File: config.mk
export PLATFORM = sky130hd
export DESIGN_NAME = gpio_edge_ctrl
export DESIGN_NICKNAME = d
export VERILOG_FILES = /design/src/rtl/gpio_ctl_pkg.sv /design/src/rtl/gpio_sync.sv /design/src/rtl/gpio_evt.sv /design/src/rtl/gpio_regs.sv /design/src/rtl/gpio_edge_ctrl.sv
export SDC_FILE = /design/constraint.sdc
export NUM_CORES = 1
export LEC_CHECK = 0
export BUFFER_PORTS_ARGS = -buffer_cell sky130_fd_sc_hd__buf_2
export CORE_UTILIZATION = 50
export DETAILED_ROUTE_END_ITERATION = 16
export GPL_ROUTABILITY_DRIVEN = 1
export GPL_TIMING_DRIVEN = 1
export PLACE_DENSITY_LB_ADDON = 0.15
export SLEW_MARGIN = 30
export SYNTH_ARGS = -nofsm -noshare
export SYNTH_HDL_FRONTEND = slang
export SYNTH_SLANG_ARGS = --single-unit
File: constraint.sdc
create_clock -name clk -period 3.7 [get_ports clk]
set_input_delay 0.74 -clock clk [delete_from_list [all_inputs] [get_ports clk]]
set_output_delay 0.74 -clock clk [all_outputs]
set_load 0.02 [all_outputs]
File: src/rtl/gpio_ctl_pkg.sv
package gpio_ctl_pkg;
  localparam int unsigned ADDR_W = 5;
  localparam logic [ADDR_W-1:0] OFS_DIR  = 5'h00;
  localparam logic [ADDR_W-1:0] OFS_DATA = 5'h08;
  localparam logic [ADDR_W-1:0] OFS_EVT  = 5'h0C;
  localparam logic [ADDR_W-1:0] OFS_MASK = 5'h10;
  localparam logic [ADDR_W-1:0] OFS_CTRL = 5'h14;
  localparam logic [ADDR_W-1:0] OFS_IBE  = 5'h18;
endpackage

File: src/rtl/gpio_sync.sv
module gpio_sync #(
  parameter int unsigned W = 32
) (
  input  logic         clk,
  input  logic         rst_n,
  input  logic [W-1:0] d,
  output logic [W-1:0] q,
  output logic [W-1:0] q_prev
);
  logic [W-1:0] stage1;

  always_ff @(posedge clk or negedge rst_n) begin
    if (!rst_n) begin
      stage1 <= '0;
      q      <= '0;
      q_prev <= '0;
    end else begin
      stage1 <= d;
      q      <= stage1;
      q_prev <= q;
    end
  end
endmodule

File: src/rtl/gpio_evt.sv
module gpio_evt #(
  parameter int unsigned W = 32
) (
  input  logic         clk,
  input  logic         rst_n,
  input  logic [W-1:0] cur,
  input  logic [W-1:0] prev,
  input  logic [W-1:0] fall_only,
  input  logic [W-1:0] clr,
  output logic [W-1:0] evt
);
  logic [W-1:0] rise, fall, hit, evt_nxt;

  always_comb begin
    rise    = cur & ~prev;
    fall    = ~cur & prev;
    hit     = fall | (rise & ~fall_only);
    evt_nxt = (evt & ~clr) | hit;
  end

  always_ff @(posedge clk or negedge rst_n) begin
    if (!rst_n) evt <= '0;
    else        evt <= evt_nxt;
  end

  for (genvar i = 0; i < W; i++) begin : g_chk
    // a clear with no edge empties the bit
    p_w1c_r5: assert property (@(posedge clk) disable iff (!rst_n)
      (clr[i] && (cur[i] == prev[i])) |=> !evt[i]);
    // a rising edge is ignored in falling-only mode
    p_fall_only_r7: assert property (@(posedge clk) disable iff (!rst_n)
      (fall_only[i] && cur[i] && !prev[i] && !evt[i]) |=> !evt[i]);
    // an edge wins over a simultaneous clear in both-edge mode
    p_edge_wins_r10: assert property (@(posedge clk) disable iff (!rst_n)
      (clr[i] && (cur[i] != prev[i]) && !fall_only[i]) |=> evt[i]);
  end
endmodule

File: src/rtl/gpio_regs.sv
module gpio_regs
  import gpio_ctl_pkg::*;
#(
  parameter int unsigned W = 32
) (
  input  logic              clk,
  input  logic              rst_n,
  input  logic              wr_en,
  input  logic [ADDR_W-1:0] addr,
  input  logic [W-1:0]      wr_data,
  input  logic [W-1:0]      smp,
  output logic [W-1:0]      dir,
  output logic [W-1:0]      out_lat,
  output logic [W-1:0]      mask,
  output logic [W-1:0]      ctrl,
  output logic [W-1:0]      ibe,
  output logic [W-1:0]      din,
  output logic [W-1:0]      evt_clr
);
  logic we_dir, we_data, we_mask, we_ctrl, we_ibe;
  logic [W-1:0] din_nxt;

  always_comb begin
    we_dir  = wr_en && (addr == OFS_DIR);
    we_data = wr_en && (addr == OFS_DATA);
    we_mask = wr_en && (addr == OFS_MASK);
    we_ctrl = wr_en && (addr == OFS_CTRL);
    we_ibe  = wr_en && (addr == OFS_IBE);
    evt_clr = (wr_en && (addr == OFS_EVT)) ? wr_data : '0;
    din_nxt = (smp & ibe) | (din & ~ibe);
  end

  always_ff @(posedge clk or negedge rst_n) begin
    if (!rst_n) begin
      dir     <= '0;
      out_lat <= '0;
      mask    <= '0;
      ctrl    <= '0;
      ibe     <= '0;
      din     <= '0;
    end else begin
      if (we_dir)  dir     <= wr_data;
      if (we_data) out_lat <= wr_data;
      if (we_mask) mask    <= wr_data;
      if (we_ctrl) ctrl    <= wr_data;
      if (we_ibe)  ibe     <= wr_data;
      din <= din_nxt;
    end
  end

  for (genvar i = 0; i < W; i++) begin : g_chk
    // a disabled input holds its sampled value
    p_ibe_hold_r3: assert property (@(posedge clk) disable iff (!rst_n)
      !ibe[i] |=> $stable(din[i]));
  end
endmodule

File: src/rtl/gpio_edge_ctrl.sv
module gpio_edge_ctrl
  import gpio_ctl_pkg::*;
#(
  parameter int unsigned NLINE = 32
) (
  input  logic              clk,
  input  logic              rst_n,
  input  logic              wr_en,
  input  logic [ADDR_W-1:0] addr,
  input  logic [NLINE-1:0]  wr_data,
  output logic [NLINE-1:0]  rd_data,
  input  logic [NLINE-1:0]  pin_in,
  output logic [NLINE-1:0]  pin_out,
  output logic [NLINE-1:0]  pin_oe,
  output logic              irq
);
  localparam int unsigned TOP = NLINE - 1;

  logic [NLINE-1:0] pin_bits, smp, smp_prev;
  logic [NLINE-1:0] dir, out_lat, mask, ctrl, ibe, din, evt_clr, evt;
  logic [NLINE-1:0] data_rd;

  for (genvar n = 0; n < NLINE; n++) begin : g_map
    assign pin_bits[TOP-n] = pin_in[n];
    assign pin_out[n]      = out_lat[TOP-n];
    assign pin_oe[n]       = dir[TOP-n];
  end

  gpio_sync #(.W(NLINE)) u_sync (
    .clk(clk), .rst_n(rst_n), .d(pin_bits), .q(smp), .q_prev(smp_prev)
  );

  gpio_regs #(.W(NLINE)) u_regs (
    .clk(clk), .rst_n(rst_n), .wr_en(wr_en), .addr(addr), .wr_data(wr_data),
    .smp(smp), .dir(dir), .out_lat(out_lat), .mask(mask), .ctrl(ctrl),
    .ibe(ibe), .din(din), .evt_clr(evt_clr)
  );

  gpio_evt #(.W(NLINE)) u_evt (
    .clk(clk), .rst_n(rst_n), .cur(smp), .prev(smp_prev),
    .fall_only(ctrl), .clr(evt_clr), .evt(evt)
  );

  always_comb begin
    data_rd = (out_lat & dir) | (din & ~dir);
    case (addr)
      OFS_DIR:  rd_data = dir;
      OFS_DATA: rd_data = data_rd;
      OFS_EVT:  rd_data = evt;
      OFS_MASK: rd_data = mask;
      OFS_CTRL: rd_data = ctrl;
      OFS_IBE:  rd_data = ibe;
      default:  rd_data = '0;
    endcase
    irq = |(evt & mask);
  end

  // with every line masked the interrupt stays low
  p_irq_masked_r6: assert property (@(posedge clk) disable iff (!rst_n)
    (mask == '0) |-> !irq);
endmodule

==> metrics <==
run status=finished clean; critical path start-end classification=input port to output pin; combined area of all synthesized cells=13000 um2; worst-case headroom to the max-slew limit=between 40% and 50%; Max H-tree Level=2; clock tree buffer depth=3; clock tree from TritonCTS=yes; vias in the first global route=8716; GRT Util Overall=24.6%; final setup vio count=0; Synth warnings=0; average instance area after synthesis=between 10 and 15 um2; number of antenna violations at the first check in global routing=1; worst r2r path cells=1; IR drop worst, VDD=0.478 mV; source-to-sink clock delay at the later pin of the worst-skew pair=around 0.50 ns; residual antenna-violating net count after detailed routing=0; share of synthesized area occupied by flip-flops and latches=61.8%; via/cell ratio=slightly below 6; commonest non-fill, non-tap cell in the layout=sky130_fd_sc_hd__dfrtp_1; Max Fanout on Critical Path=18; clock transition at the registers of the reported paths=about 0.050 ns; CTS root buf=sky130_fd_sc_hd__clkbuf_16; port buffer count=about 170; horizontal die dimension=roughly 160 um; max frequency=307 MHz; chip height=163 um; Slew Viols, Final=0; total power=0.00923 W; FP Rows=58; area after detailed placement=~14000 um2; crit path launch type=input port; DP HPWL=20700 um; min-delay worst type=input port to asynchronous set/reset pin; startpoint of the worst register-to-register path=u_evt.evt[10]; minimum clock period after layout=3.25 ns; ranking of synthesized cells by area=sky130_fd_sc_hd__dfrtp_1, sky130_fd_sc_hd__mux2_2, sky130_fd_sc_hd__a22oi_1; wire length of the first global-routing pass=between 40000 and 50000 um; synthesis-to-finish area growth=18.9%; number of DRC markers in iteration 0=590; Std-Cell Core Area=25300 um2; share of flip-flops with an asynchronous set or reset after synthesis=100%; commonest cells after routing, fill and taps aside=sky130_fd_sc_hd__dfrtp_1, sky130_fd_sc_hd__buf_2, sky130_fd_sc_hd__mux2_2; Die ar.=26600 um2; Routed WL per cell=around 21 um; sort of element at the end of the critical path=output pin; layout net count=1228; CTS Hold Bufs=0; Final GP Congestion=0.813; instance count of the mapped netlist=approximately 970; setup repair after global routing missed its margin=no; final hold violation count=0; areal power density over the cells=about 600 nW/um2; TritonCTS sink count=320; design area=15400 um2; First-pass DRT Iterations=5; number of gates resized after CTS=0; ratio of final minimum period to clock period=a little under 90%; share of the synthesized area in the top cell type=around three fifths; total wire length after detailed routing=31500 um; slack of the worst reg-to-reg path=2.79 ns; Maximum Capacitance Violations=0; destination of the worst register-to-register timing path=u_evt.evt[10]; fraction of final layout cells with drive strength greater than 1=approximately 38%; residual overflow from global routing=0; total CTS buffers=35; number of synthesized flops with an enable pin=0; Worst Max-Slew Pin Slew=just under 0.8 ns; main flop type after synthesis=sky130_fd_sc_hd__dfrtp_1; detailed-route DRC error count=0; number of different library cells in the post-synthesis netlist=36; pin count of the biggest net entering global routing=between 90 and 100; cell type contributing the most total cell area after synthesis=sky130_fd_sc_hd__dfrtp_1; post-CTS setup repair buffer count=0; Initial Util=51.1%; number of register bits inferred by synthesis=320; Data arrival, critical path=2.51 ns; required time of the critical path=2.96 ns; Clock Skews=0.0113 ns; Ports=between 150 and 200; Net Count, Synth=approximately 1000; Setup TNS=0 ns; Static Leak=7.17 nW; vias post-DR=8722
sequential cells by signal, summed over array words and instances, names as in the netlist, named ones only:
| name | cells |
|---|---|
| u_regs.dir | 32 |
| u_sync.q | 32 |
| u_regs.ctrl | 32 |
| u_evt.evt | 32 |
| u_sync.stage1 | 32 |
| u_regs.mask | 32 |
| u_sync.q_prev | 32 |
| u_regs.out_lat | 32 |
| u_regs.ibe | 32 |
Yosys cell counts, types with 3 or more instances:
| cell | count |
|---|---|
| sky130_fd_sc_hd__mux2_4 | 30 |
| sky130_fd_sc_hd__mux2_2 | 161 |
| sky130_fd_sc_hd__nand4_1 | 4 |
| sky130_fd_sc_hd__a311oi_1 | 13 |
| sky130_fd_sc_hd__buf_1 | 3 |
| sky130_fd_sc_hd__mux2i_1 | 14 |
| sky130_fd_sc_hd__clkbuf_1 | 19 |
| sky130_fd_sc_hd__or3_1 | 12 |
| sky130_fd_sc_hd__nor2_1 | 56 |
| sky130_fd_sc_hd__buf_2 | 19 |
| sky130_fd_sc_hd__a221o_1 | 32 |
| sky130_fd_sc_hd__dfrtp_1 | 320 |
| sky130_fd_sc_hd__a22oi_1 | 60 |
| sky130_fd_sc_hd__nand3_1 | 15 |
| sky130_fd_sc_hd__a31oi_1 | 16 |
| sky130_fd_sc_hd__nand2_1 | 62 |
| sky130_fd_sc_hd__nand2b_1 | 3 |
| sky130_fd_sc_hd__inv_1 | 29 |
| sky130_fd_sc_hd__nor3b_1 | 3 |
| sky130_fd_sc_hd__a21oi_1 | 32 |
| sky130_fd_sc_hd__o21ai_0 | 3 |
| sky130_fd_sc_hd__nor2b_1 | 39 |
| sky130_fd_sc_hd__o221ai_1 | 3 |
| sky130_fd_sc_hd__buf_6 | 3 |
metal layers:
layer | track usage (%) | share of wire [%]
met2 | 37.8 | 46
met4 | 7.22 | 2.2
met5 | 0 | 0
met1 | 36.2 | 46
met3 | 3.57 | 5.1
critical path, cell delays in order:
cell	delay, ns
sky130_fd_sc_hd__buf_2	0.20
sky130_fd_sc_hd__or3_1	0.58
sky130_fd_sc_hd__nor2_2	0.16
sky130_fd_sc_hd__buf_4	0.32
sky130_fd_sc_hd__a22oi_1	0.16
sky130_fd_sc_hd__nand3_1	0.16
sky130_fd_sc_hd__buf_2	0.19
power breakdown:
group	internal [W]	switching (W)
sequential	0.00404	0.000408
combinational	0.000705	0.000696
clock	0.00206	0.00133
through the flow:
stage	utilization [%]	hold slack, ns	instances	setup slack (ns)
4_1_cts	60.8	0.277	1509	0.459
6_report	60.8	0.224	1511	0.447
2_1_floorplan	-	0.331	966	0.705
5_1_grt	60.8	0.295	1510	0.369
3_3_place_gp	56.4	0.332	1449	0.494
3_5_place_dp	56.4	0.335	1449	0.459
how the worst max path moves through the flow:
stage | startpoint | to | slack [ns]
6_report | addr[2] | rd_data[23] | 0.45
5_1_grt | addr[2] | rd_data[23] | 0.37
4_1_cts | addr[2] | rd_data[23] | 0.46
3_5_place_dp | addr[2] | rd_data[23] | 0.46
3_3_place_gp | addr[2] | rd_data[24] | 0.49
2_1_floorplan | addr[2] | rd_data[0] | 0.71
layout make-up:
type,instances,area (um2)
timing repair buffer,197,1110
clock buffer,55,1070
inverter,29,109
fill,2051,9920
tap,330,413
antenna,2,5.00
clock inverter,5,53.8
multi-input combinational,573,4640
sequential,320,8010
cells by family after synthesis:
| logic type | count (synthesis) | synth area share (%) |
|---|---|---|
| compound gates | 163 | 9.46 |
| buf+inv | 73 | 2.47 |
| flops | 320 | 61.8 |
| mux | 206 | 18.6 |
| simple gates | 204 | 7.60 |
Power figures use the tool's default switching activity.
